## src/rtl/dsp_pkg.sv

```systemverilog
package dsp_pkg;
  localparam int unsigned FRAME_BITS = 11;

  typedef enum logic [2:0] {
    RX_IDLE,
    RX_START,
    RX_DATA,
    RX_PAR,
    RX_STOP
  } rx_state_e;

  function automatic logic even_par(input logic [7:0] d);
    return ^d;
  endfunction
endpackage

```

## src/rtl/dsp_tick_gen.sv

```systemverilog
module dsp_tick_gen #(
  parameter int unsigned DIV = 16
) (
  input  logic clk_i,
  input  logic rst_ni,
  output logic tick_o
);
  localparam int unsigned CW = (DIV > 1) ? $clog2(DIV) : 1;
  localparam logic [CW-1:0] LAST = CW'(DIV - 1);

  logic [CW-1:0] cnt_q;

  assign tick_o = (cnt_q == LAST);

  always_ff @(posedge clk_i or negedge rst_ni) begin
    if (!rst_ni)     cnt_q <= '0;
    else if (tick_o) cnt_q <= '0;
    else             cnt_q <= cnt_q + 1'b1;
  end
endmodule

```

## src/rtl/dsp_rx.sv

```systemverilog
module dsp_rx
  import dsp_pkg::*;
#(
  parameter int unsigned OVS = 16
) (
  input  logic       clk_i,
  input  logic       rst_ni,
  input  logic       tick_i,
  input  logic       rx_i,
  input  logic       uplink_en_i,
  input  logic       dack_ni,
  input  logic       perr_clr_i,
  output logic       dreq_o,
  output logic [7:0] data_o,
  output logic       perr_o
);
  localparam int unsigned CW = $clog2(OVS);
  localparam logic [CW-1:0] HALF = CW'(OVS / 2 - 1);
  localparam logic [CW-1:0] LAST = CW'(OVS - 1);

  rx_state_e     state_q;
  logic [CW-1:0] cnt_q;
  logic [2:0]    idx_q;
  logic [7:0]    sh_q, data_q;
  logic          rx_m, rx_s, prev_q, pend_q, perr_q;
  logic          at_last, done_stb, par_stb;

  assign at_last  = tick_i && (cnt_q == LAST);
  assign done_stb = at_last && (state_q == RX_STOP);
  assign par_stb  = at_last && (state_q == RX_PAR);

  // two-flop synchronizer, previous sample kept per tick for edge detect
  always_ff @(posedge clk_i or negedge rst_ni) begin
    if (!rst_ni) begin
      rx_m   <= 1'b1;
      rx_s   <= 1'b1;
      prev_q <= 1'b1;
    end else begin
      rx_m <= rx_i;
      rx_s <= rx_m;
      if (tick_i) prev_q <= rx_s;
    end
  end

  always_ff @(posedge clk_i or negedge rst_ni) begin
    if (!rst_ni) begin
      state_q <= RX_IDLE;
      cnt_q   <= '0;
      idx_q   <= '0;
      sh_q    <= '0;
    end else if (tick_i) begin
      unique case (state_q)
        RX_IDLE: if (prev_q && !rx_s) begin
          state_q <= RX_START;
          cnt_q   <= '0;
        end
        RX_START: if (cnt_q == HALF) begin
          cnt_q   <= '0;
          idx_q   <= '0;
          state_q <= rx_s ? RX_IDLE : RX_DATA;
        end else cnt_q <= cnt_q + 1'b1;
        RX_DATA: if (cnt_q == LAST) begin
          cnt_q <= '0;
          sh_q  <= {rx_s, sh_q[7:1]};
          if (idx_q == 3'd7) state_q <= RX_PAR;
          else               idx_q   <= idx_q + 1'b1;
        end else cnt_q <= cnt_q + 1'b1;
        RX_PAR: if (cnt_q == LAST) begin
          cnt_q   <= '0;
          state_q <= RX_STOP;
        end else cnt_q <= cnt_q + 1'b1;
        RX_STOP: if (cnt_q == LAST) begin
          cnt_q   <= '0;
          state_q <= RX_IDLE;
        end else cnt_q <= cnt_q + 1'b1;
        default: state_q <= RX_IDLE;
      endcase
    end
  end

  // delivery: a new byte overwrites an unread one
  always_ff @(posedge clk_i or negedge rst_ni) begin
    if (!rst_ni) begin
      pend_q <= 1'b0;
      data_q <= '0;
    end else if (done_stb && rx_s && uplink_en_i) begin
      pend_q <= 1'b1;
      data_q <= sh_q;
    end else if (!dack_ni || !uplink_en_i) begin
      pend_q <= 1'b0;
    end
  end

  always_ff @(posedge clk_i or negedge rst_ni) begin
    if (!rst_ni)                                 perr_q <= 1'b0;
    else if (par_stb && (rx_s != even_par(sh_q))) perr_q <= 1'b1;
    else if (perr_clr_i)                         perr_q <= 1'b0;
  end

  assign dreq_o = pend_q;
  assign data_o = data_q;
  assign perr_o = perr_q;
endmodule

```

## src/rtl/dsp_tx.sv

```systemverilog
module dsp_tx
  import dsp_pkg::*;
#(
  parameter int unsigned OVS = 16
) (
  input  logic       clk_i,
  input  logic       rst_ni,
  input  logic       tick_i,
  input  logic       dack_ni,
  input  logic [7:0] data_i,
  output logic       dreq_o,
  output logic       tx_o
);
  localparam int unsigned CW = $clog2(OVS);
  localparam logic [CW-1:0] LAST = CW'(OVS - 1);
  localparam logic [3:0] LAST_BIT = 4'(FRAME_BITS - 1);

  logic [7:0]            hold_q;
  logic                  full_q, busy_q;
  logic [FRAME_BITS-1:0] sh_q;
  logic [CW-1:0]         cnt_q;
  logic [3:0]            nb_q;
  logic                  move;

  // transfer into the shifter only on a tick so every bit is OVS ticks long
  assign move = tick_i && !busy_q && full_q;

  always_ff @(posedge clk_i or negedge rst_ni) begin
    if (!rst_ni) begin
      hold_q <= '0;
      full_q <= 1'b0;
    end else if (move) begin
      full_q <= 1'b0;
    end else if (!full_q && !dack_ni) begin
      hold_q <= data_i;
      full_q <= 1'b1;
    end
  end

  always_ff @(posedge clk_i or negedge rst_ni) begin
    if (!rst_ni) begin
      busy_q <= 1'b0;
      sh_q   <= '1;
      cnt_q  <= '0;
      nb_q   <= '0;
    end else if (move) begin
      busy_q <= 1'b1;
      sh_q   <= {1'b1, even_par(hold_q), hold_q, 1'b0};
      cnt_q  <= '0;
      nb_q   <= '0;
    end else if (tick_i && busy_q) begin
      if (cnt_q == LAST) begin
        cnt_q <= '0;
        sh_q  <= {1'b1, sh_q[FRAME_BITS-1:1]};
        if (nb_q == LAST_BIT) busy_q <= 1'b0;
        else                  nb_q   <= nb_q + 1'b1;
      end else cnt_q <= cnt_q + 1'b1;
    end
  end

  assign dreq_o = !full_q;
  assign tx_o   = busy_q ? sh_q[0] : 1'b1;
endmodule

```

## src/rtl/dma_serial_port.sv

```systemverilog
module dma_serial_port #(
  parameter int unsigned DIV = 16,
  parameter int unsigned OVS = 16
) (
  input  logic       clk_i,
  input  logic       rst_ni,
  input  logic       rx_i,
  output logic       tx_o,
  input  logic       uplink_en_i,
  output logic       rx_dreq_o,
  input  logic       rx_dack_ni,
  output logic [7:0] rx_data_o,
  output logic       tx_dreq_o,
  input  logic       tx_dack_ni,
  input  logic [7:0] tx_data_i,
  output logic       perr_o,
  input  logic       perr_clr_i
);
  logic os_tick;

  dsp_tick_gen #(.DIV(DIV)) u_tick (
    .clk_i  (clk_i),
    .rst_ni (rst_ni),
    .tick_o (os_tick)
  );

  dsp_rx #(.OVS(OVS)) u_rx (
    .clk_i       (clk_i),
    .rst_ni      (rst_ni),
    .tick_i      (os_tick),
    .rx_i        (rx_i),
    .uplink_en_i (uplink_en_i),
    .dack_ni     (rx_dack_ni),
    .perr_clr_i  (perr_clr_i),
    .dreq_o      (rx_dreq_o),
    .data_o      (rx_data_o),
    .perr_o      (perr_o)
  );

  dsp_tx #(.OVS(OVS)) u_tx (
    .clk_i   (clk_i),
    .rst_ni  (rst_ni),
    .tick_i  (os_tick),
    .dack_ni (tx_dack_ni),
    .data_i  (tx_data_i),
    .dreq_o  (tx_dreq_o),
    .tx_o    (tx_o)
  );
endmodule

```

## config.mk

```make
export PLATFORM = sky130hd
export DESIGN_NAME = dma_serial_port
export DESIGN_NICKNAME = d
export VERILOG_FILES = /design/src/rtl/dsp_pkg.sv /design/src/rtl/dsp_tick_gen.sv /design/src/rtl/dsp_rx.sv /design/src/rtl/dsp_tx.sv /design/src/rtl/dma_serial_port.sv
export SDC_FILE = /design/constraint.sdc
export NUM_CORES = 1
export LEC_CHECK = 0
export ABC_AREA = 1
export BUFFER_PORTS_ARGS = -buffer_cell sky130_fd_sc_hd__clkbuf_2
export CORE_AREA = 2 2 75 77
export CTS_BUF_LIST = sky130_fd_sc_hd__clkbuf_2
export CTS_CLUSTER_SIZE = 24
export DETAILED_ROUTE_END_ITERATION = 16
export DIE_AREA = 0 0 77 79
export HOLD_SLACK_MARGIN = 0.15
export PLACE_DENSITY = 0.79
export SKIP_LAST_GASP = 1
export SYNTH_ARGS = -nofsm -noshare
export SYNTH_HDL_FRONTEND = slang
export SYNTH_SLANG_ARGS = --single-unit
```

## constraint.sdc

```tcl
create_clock -name clk_i -period 1.69 [get_ports clk_i]
set_input_delay 0.338 -clock clk_i [delete_from_list [all_inputs] [get_ports clk_i]]
set_output_delay 0.338 -clock clk_i [all_outputs]
set_load 0.005 [all_outputs]
```

* Word-level counts from Yosys, hierarchy flattened
Index checks and enable logic that the tools add are counted.
** Storage, ports and cells
- Bits in registers :: 64
- Bits in latches :: 0
- RAM bits :: 0
- ROM bits :: 0
- Logic and storage cells :: 118
- Memories kept :: 0
** Cells by class
- Add/subtract/negate cells :: 5
- $mul :: 0
- Divide/modulo/power cells :: 0
- Magnitude comparators :: 0
- Equal/unequal tests :: 19
- Shifts and indexed selects :: 0
- Mux-type cells :: 38
- Bitwise logic cells :: 1
- Reductions and logical operators :: 38
** Operators by type and width (count)
- two-way mux 4 bit :: 11
- two-way mux 11 bit :: 3
- two-way mux 3 bit :: 9
- adder 4 x 1 -> 4 bit (second input constant) :: 4
- == test 4 bit (second input constant) :: 4
- XOR reduction 8 bit :: 2
- case mux 3 bit (5 select lines) :: 1
- != test 2 x 1 -> 1 bit (second input constant) :: 7
- nonzero test 2 bit :: 7
- case mux 4 bit (3 select lines) :: 1
- AND reduction 3 bit :: 4
- logical AND 1 bit :: 11
- two-way mux 1 bit :: 11
- AND reduction 7 bit :: 1
- == test 3 x 2 -> 1 bit (second input constant) :: 2
- == test 3 bit (second input constant) :: 2
- zero test 1 bit :: 6
- case mux 3 bit (2 select lines) :: 1
- AND reduction 5 bit :: 1
- == test 4 x 3 -> 1 bit (second input constant) :: 1
- AND reduction 2 bit :: 2
- adder 3 x 1 -> 3 bit (second input constant) :: 1
- == test 3 x 1 -> 1 bit (second input constant) :: 1
- zero test 3 bit :: 1
- other kinds (7) :: 7

* Logic depth before layout (Yosys ltp)
Gate-level depths: netlist (run 1).
- Word-level depth :: 6
- Gate-level depth with buffers :: 10

* Cells and area by module
From an unflattened synthesis (run 1), not the netlist that was laid out.
** Second synthesis, totals
- Cell total of the unflattened synthesis :: 408
- Area, all modules :: 3301.9 um2
** Modules (own cells, without submodules)
- dsp_rx :: instances 1, cells each 197, area an instance 1601.5 um2
- dsp_tx :: instances 1, cells each 196, area an instance 1530.2 um2
- dsp_tick_gen :: instances 1, cells each 15, area an instance 170.2 um2

* Least setup slack after synthesis (run 1)
Ideal clock, no wire load.
- Kind :: register to register
- From :: register u_rx.cnt_q[0]
- To :: register u_rx.state_q[2]
- Library setup time :: 0.117 ns
- Data arrival time :: 1.298 ns
- Data required time :: 1.573 ns
- Setup slack :: 0.275 ns
- Stages on the path, launching flop included :: 10
- Buffers on the path :: 0
- Period minus slack after synthesis :: 1.415 ns
- Cell sequence :: dfrtp_1 -> ha_1 -> nand2_1 -> or2_2 -> nand2_1 -> nand2_1 -> nor2_2 -> nand2_1 -> nand2_1 -> nand2_1
** Between the ends
- Longest elaborated chain between the ends :: 3
** RTL lines
- start, declared :: RTL line dsp_rx.sv:22 : logic [CW-1:0] cnt_q;
- start signal, assigned :: RTL line dsp_rx.sv:61 : end else cnt_q <= cnt_q + 1'b1;
- start signal, assigned :: RTL line dsp_rx.sv:67 : end else cnt_q <= cnt_q + 1'b1;
- start signal, assigned :: RTL line dsp_rx.sv:71 : end else cnt_q <= cnt_q + 1'b1;
- == test 4 bit or == test 4 x 3 -> 1 bit (tied branches)
- != test 2 x 1 -> 1 bit (no line)
- AND reduction 7 bit (no line) (*)
- end signal, assigned :: RTL line dsp_rx.sv:60 : state_q <= rx_s ? RX_IDLE : RX_DATA;
- end, declared :: RTL line dsp_rx.sv:21 : rx_state_e state_q;
Mark *: on every way between the ends. The rest lies on a longest branch, timed or not.
A chain may end at the register's enable or synchronous reset.

* Worst setup path in the final report (run 1)
- From :: register u_rx.cnt_q[0]
- To :: register u_rx.data_q[0], in the netlist u_rx.data_o[0]
** Between the ends
- Longest elaborated chain between the ends :: 5
** RTL lines
- == test 4 bit :: RTL line dsp_rx.sv:28 : assign at_last = tick_i && (cnt_q == LAST);
- logical AND 1 bit :: RTL line dsp_rx.sv:28
- logical AND 1 bit :: RTL line dsp_rx.sv:29 : assign done_stb = at_last && (state_q == RX_STOP);
- logical AND 1 bit (2 in series) :: RTL line dsp_rx.sv:86 : end else if (done_stb && rx_s && uplink_en_i) begin
- end signal, assigned :: RTL line dsp_rx.sv:88 : data_q <= sh_q;
- end, declared :: RTL line dsp_rx.sv:24 : logic [7:0] sh_q, data_q;
No other way between the ends.

==> impl_metrics.toml, run 1 <==
[layout]
n_antenna_cell = 0
area_growth_pct = 17.8
fin_area_sq_um = 3640
nNetsFinal = 445
drive_gt1_frac = 0.194

[clock_tree]
numCtsBuffers = 9
root_buffer = "clkbuf_2"
clk_pin_slew_ps = 190
clock_sinks = 63
tritoncts = "yes"
clk_path_buf_depth = 2
htree_levels = 3
clk-insertion-delay-late_ps = 510

[grt]
antenna_found_initial = 0
grt_pass1_vias = 2490
grt_overflow_total = 0
grt_pass1_wl_microns = 10400
grt_max_degree = 64
track_usage = 0.216

[floorplan]
fp.coreArea_sq_um = 5340
io_pins = 27
die_y_microns = 79
rows = 27
die-area_sq_um = 6080
die_w_microns = 77
start_util = 0.579

[power_and_ir_drop]
switchingPower_uw = 780
combPwrFrac = 0.106
p_leak_nw = 1.81
p_total_mw = 2.99
ir_worst_vdd_mv = 0.577
swShare = 0.260
seq_power_share = 0.547
intPower_mw = 2.21
power_frac_clock = 0.347
powerDensity_nw_per_um2 = 823

[setup_path]
critPathMaxStageDelay_ps = 430
r2r-end = "u_rx.data_o[0]"
crit_arrival_ps = 2060
endpoint_kind = "flop"
crit_chain = "ha_1 > nand2_1 > inv_1 > nand2_1 > nor2_1 > nand2_1 > nand2_1 > o21ai_0"
crit_required_ps = 2090
cpLargestDelayFamily = "simple AND/OR/NAND/NOR gates"
path_class = "flop to flop"
cp_slowest_cell = "dfrtp_1"
cp_num_buf_inv = 1
worst_path_most_repeated_cell = "nand2_1"
reg2regPathDepth = 8
timing.rr.start = "u_rx.cnt_q[0]"
r2r_setup_slack_ps = 20
critPathMaxFanout = 17
cp-start-kind = "flop"

[yosys]
synth_edf_count = 0
synth_top_area_frac = 0.405
syn_nets = 393
yosys.area.top_type = "dfrtp_1"
syn_inst = 371
yosysSeqAreaShare = 0.515
synth_most_common_cell = "nand2_1"
ys_ff_latch = 63
ys_top_cells_by_area = "dfrtp_1 40%, nand2_1 15%, dfstp_2 11%"
syn_area_sq_um = 3090
dominantRegCellSynth = "dfrtp_1"
synth_warnings = 0
synthTopCellsByCount = "124 x nand2_1, 50 x dfrtp_1, 38 x inv_1"
syn_area_per_cell_sq_um = 8.33
synthArstFlopShare = 1.00
synth.distinct_cells = 29

[detailed_routing]
wl_per_cell_microns = 11.5
vias_per_cell = 5.08
routed_wirelength_microns = 5750
drt_iter0_drc = 172
final_antenna_net_count = 0
num_vias = 2542
drcViolationCount = 0
firstDrtPassIters = 4

[placement]
io_buffers = 26
gp_congestion = 0.814
placed_area_sq_um = 3320
hpwl_microns = 3830

[sta]
tightest_slew_ps = 466
whs_ps = 324
min_period_ps = 1670
max_slew_margin = 0.689
clock_skew_ps = 37.9
setup_viol = 0
timing.final.crit_share = 0.986
clock.fmax_mhz = 600
rsz0062_at_grt = "true"
final_max_slew_viol_count = 0
finalHoldViolCount = 0

[run]
maxCapViolCount = 0

[worst_hold_path]
min_path_type = "input port to async pin"

[status]
status = "completed"
worst register-to-register path: cells and delay by family, from the launching register on:
family,cells,cell delay [ps]
AND/OR/NAND/NOR,5,820
flip-flops,1,430
adder cells (fa/ha/maj),1,180
AO/OA/AOI/OAI,1,80
buffers and inverters,1,60
routing by layer:
metal,part of all wire,up-vias,routed length (microns),track usage
met5,0,-,0,0
met4,0.020,0,116,0.0982
met3,0.032,15,185,0.0489
met2,0.50,45,2870,0.378
met1,0.45,1184,2580,0.257
li1,-,1298,-,-
logic make-up (layout without fill, tap and decap cells):
family,count (synthesis),in the layout,share of synthesized area
flops,63,63,0.515
fa+ha+maj,7,7,0.0283
compound gates,54,54,0.0955
xor+xnor,12,12,0.0340
mux,2,2,0.00729
simple gates,188,188,0.261
buf+inv,45,102,0.0587
power by group through the flow:
stage | clock network (mW) | logic (mW) | registers [mW]
after global placement | 0 | 0.269 | 1.66
after CTS | 1.05 | 0.308 | 1.64
after detailed placement | 0 | 0.282 | 1.66
after global routing | 1.11 | 0.369 | 1.65
after floorplan | 0 | 0.196 | 1.65
final | 1.04 | 0.317 | 1.64
per-stage QoR:
step                cells  utilization  worst slack (ps)  setup TNS, ps
floorplan             371            -               275              0
global placement      467        0.622               112              0
detailed placement    467        0.622              35.3              0
CTS                   497        0.672              2.07              0
global route          500        0.682              -159          -1790
finish                500        0.682              24.1              0
placed cells by master, fill, tap and decap left out, types with 2 or more instances in the layout:
cell	count
nand2_1	122
dfrtp_1	50
inv_1	38
clkbuf_2	37
o21ai_0	35
nand3_1	27
nor2_1	20
dlygate4sd3_1	14
dfstp_2	13
a31oi_1	8
xor2_1	7
a21oi_1	6
ha_1	6
buf_4	6
xnor2_1	5
nor2_4	4
or2_2	4
nand2_2	4
nor2_2	3
mux2_2	2
o31ai_1	2
bufinv_16	2
clkinv_2	2
sequential cells by signal, indices dropped and copies added (netlist names), 3 cells and up:
name,count
u_rx.data_o,8
u_tx.nb_q,4
u_tx.sh_q,10
u_tx.hold_q,8
u_tx.cnt_q,4
u_tick.cnt_q,4
u_rx.cnt_q,4
u_rx.sh_q,8
u_rx.state_q,3
u_rx.idx_q,3
timing repair:
item	in CTS	in global routing
buffers inserted	0	3
resized for setup	0	7
hold endpoints to repair	75	0
setup endpoints to repair	0	37
hold buffers	14	0
area by class of cell:
| class | count | area (sq um) |
|---|---|---|
| clock buffers | 11 | 55.1 |
| clock inverters | 5 | 73.8 |
| multi-input cells | 263 | 1350 |
| flip-flops and latches | 63 | 1590 |
| well taps | 72 | 90.1 |
| repair buffers | 47 | 335 |
| inverters | 39 | 146 |
| fillers | 462 | 1700 |
worst max-delay path by stage:
stage,from,end,slack (ps),cells after the start
final,u_rx.cnt_q[0],u_rx.data_o[0],20,8
after global routing,u_rx.cnt_q[0],u_rx.data_o[6],-160,7
after CTS,u_rx.cnt_q[0],u_rx.data_o[0],2,8
after detailed placement,u_rx.cnt_q[0],u_rx.data_o[7],40,8
after global placement,u_rx.cnt_q[0],u_rx.data_o[6],110,8
after floorplan,u_rx.cnt_q[0],u_rx.state_q[2],280,9
No activity file was read; power rests on OpenSTA's default activity.
==> inputs of run 2 (changes only) <==
==> constraint.sdc (replaced) <==
create_clock -name clk_i -period 1.75 [get_ports clk_i]
set_input_delay 0.35 -clock clk_i [delete_from_list [all_inputs] [get_ports clk_i]]
set_output_delay 0.35 -clock clk_i [all_outputs]
set_load 0.005 [all_outputs]
==> run 2 against run 1 <==
Final area decreased by 0.89%; via count decreased by 0.94%; non-clock buffer count decreased by 3; register-to-register slack improved by 90 ps; critical path depth unchanged; wire length decreased by 2.7%; critical path type unchanged; largest power group unchanged.
==> impl_metrics.toml, run 2 (synthesis results as in run 1) <==
[setup_path]
crit_arrival_ps = 2000
cp_slowest_cell = "dfrtp_1"
timing.rr.start = "u_rx.cnt_q[0]"
reg2regPathDepth = 8
path_class = "flop to flop"
crit_required_ps = 2110
crit_chain = "ha_1 > nand2_1 > inv_1 > nand2_1 > nor2_1 > nand2_1 > nand2_1 > o21ai_0"
cp-start-kind = "flop"
critPathMaxStageDelay_ps = 430
r2r-end = "u_rx.data_o[0]"
r2r_setup_slack_ps = 110
cp-startpoint = "u_rx.cnt_q[0]"
cpLargestDelayFamily = "simple AND/OR/NAND/NOR gates"
critPathMaxFanout = 17
cp_num_buf_inv = 1
endpoint_kind = "flop"
worst_path_most_repeated_cell = "nand2_1"

[sta]
clock_skew_ps = 33.4
setup_viol = 0
min_period_ps = 1640
rsz0062_at_grt = "true"
fin_ws_ps = 113
max_slew_margin = 0.689
whs_ps = 368
finalHoldViolCount = 0
clock.fmax_mhz = 611
final_max_slew_viol_count = 0
tightest_slew_ps = 465
timing.final.crit_share = 0.935

[grt]
grt_pass1_vias = 2422
track_usage = 0.212
grt_overflow_total = 0
grt_max_degree = 64
antenna_found_initial = 0
grt_pass1_wl_microns = 10100

[detailed_routing]
drcViolationCount = 0
routed_wirelength_microns = 5590
final_antenna_net_count = 0
num_vias = 2518
firstDrtPassIters = 4
vias_per_cell = 5.07
wl_per_cell_microns = 11.2
drt_iter0_drc = 151

[layout]
nNetsFinal = 442
mostFrequentLayoutCells = "123 x nand2_1, 50 x dfrtp_1, 38 x inv_1, 37 x clkbuf_2, 35 x o21ai_0"
top_register = "u_tx.sh_q"
largest_reg_flops = 10
final_common_cell = "nand2_1"
n_antenna_cell = 0
area_growth_pct = 16.7
drive_gt1_frac = 0.186

[placement]
place_ws_ps = 106
gp_congestion = 0.814
hpwl_microns = 3840
io_buffers = 26

[clock_tree]
clock_sinks = 63
numCtsBuffers = 9
clk_path_buf_depth = 2
clk_pin_slew_ps = 180
htree_levels = 3
clk-insertion-delay-late_ps = 480
tritoncts = "yes"
root_buffer = "clkbuf_2"

[power_and_ir_drop]
ir_worst_vdd_mv = 0.506
p_leak_nw = 1.79
powerDensity_nw_per_um2 = 792

[floorplan]
rows = 27
die-area_sq_um = 6080
die_y_microns = 79
die_w_microns = 77
fp.coreArea_sq_um = 5340
start_util = 0.579
io_pins = 27

[run]
maxCapViolCount = 0

[status]
status = "completed"

[worst_hold_path]
min_path_type = "input port to async pin"
## run 2: cell types whose count changed in the layout (fill, tap and decap cells not counted), sizes merged
cell	previous run	this run
buf	7	4
## run 2: repair_timing
item / 4_1_cts / 5_1_grt
endpoints found under the setup margin: 0 / 23
resized for setup: 0 / 5
setup buffers: 0 / 0
hold buffers: 14 / 0
endpoints found under the hold margin: 75 / 0
## run 2: layer usage
metal  track usage  up-vias  share of wire
li1              -     1286              -
met1         0.255     1182           0.46
met2         0.359       39           0.48
met3        0.0602       11          0.034
met4        0.0929        0          0.021
met5             0        -              0
## run 2: tightest hold or removal path: stages
cell	delay (ps)
dlygate4sd3_1	520
clkbuf_2	120
buf_12	280
## run 2: stage by stage
| stage | instances | setup TNS (ps) | total power, mW | cell area (sq um) | utilization |
|---|---|---|---|---|---|
| after floorplan | 371 | 0 | 1.78 | 3090 | - |
| after global placement | 467 | 0 | 1.86 | 3320 | 0.622 |
| after detailed placement | 467 | 0 | 1.88 | 3320 | 0.622 |
| after CTS | 497 | 0 | 2.89 | 3590 | 0.672 |
| after global routing | 497 | -340 | 3.00 | 3610 | 0.676 |
| final | 497 | 0 | 2.86 | 3610 | 0.676 |
## run 2: how the worst max path moves through the flow
stage,end,slack (ps),cells past startpoint
2_1_floorplan,u_rx.state_q[2],340,9
3_3_place_gp,u_rx.data_o[6],170,8
3_5_place_dp,u_rx.data_o[3],110,7
4_1_cts,u_tx.nb_q[2],90,9
5_1_grt,u_rx.data_o[6],-70,7
6_report,u_rx.data_o[0],110,8
## run 2: cell type report
type                            count  area (sq um)
Tap cell                           72          90.1
Sequential cell                    63          1590
Clock buffer                       11          55.1
Clock inverter                      5          73.8
Multi-Input combinational cell    263          1340
Fill cell                         460          1730
Inverter                           39           146
Timing Repair Buffer               44           313
## run 2: power breakdown
| group | switching [mW] | internal, mW | leakage [nW] | total [mW] |
|---|---|---|---|---|
| registers | 0.0541 | 1.53 | 0.796 | 1.58 |
| clock network | 0.502 | 0.477 | 0.0833 | 0.979 |
| logic | 0.169 | 0.129 | 0.910 | 0.297 |
| total | 0.725 | 2.13 | 1.79 | 2.86 |
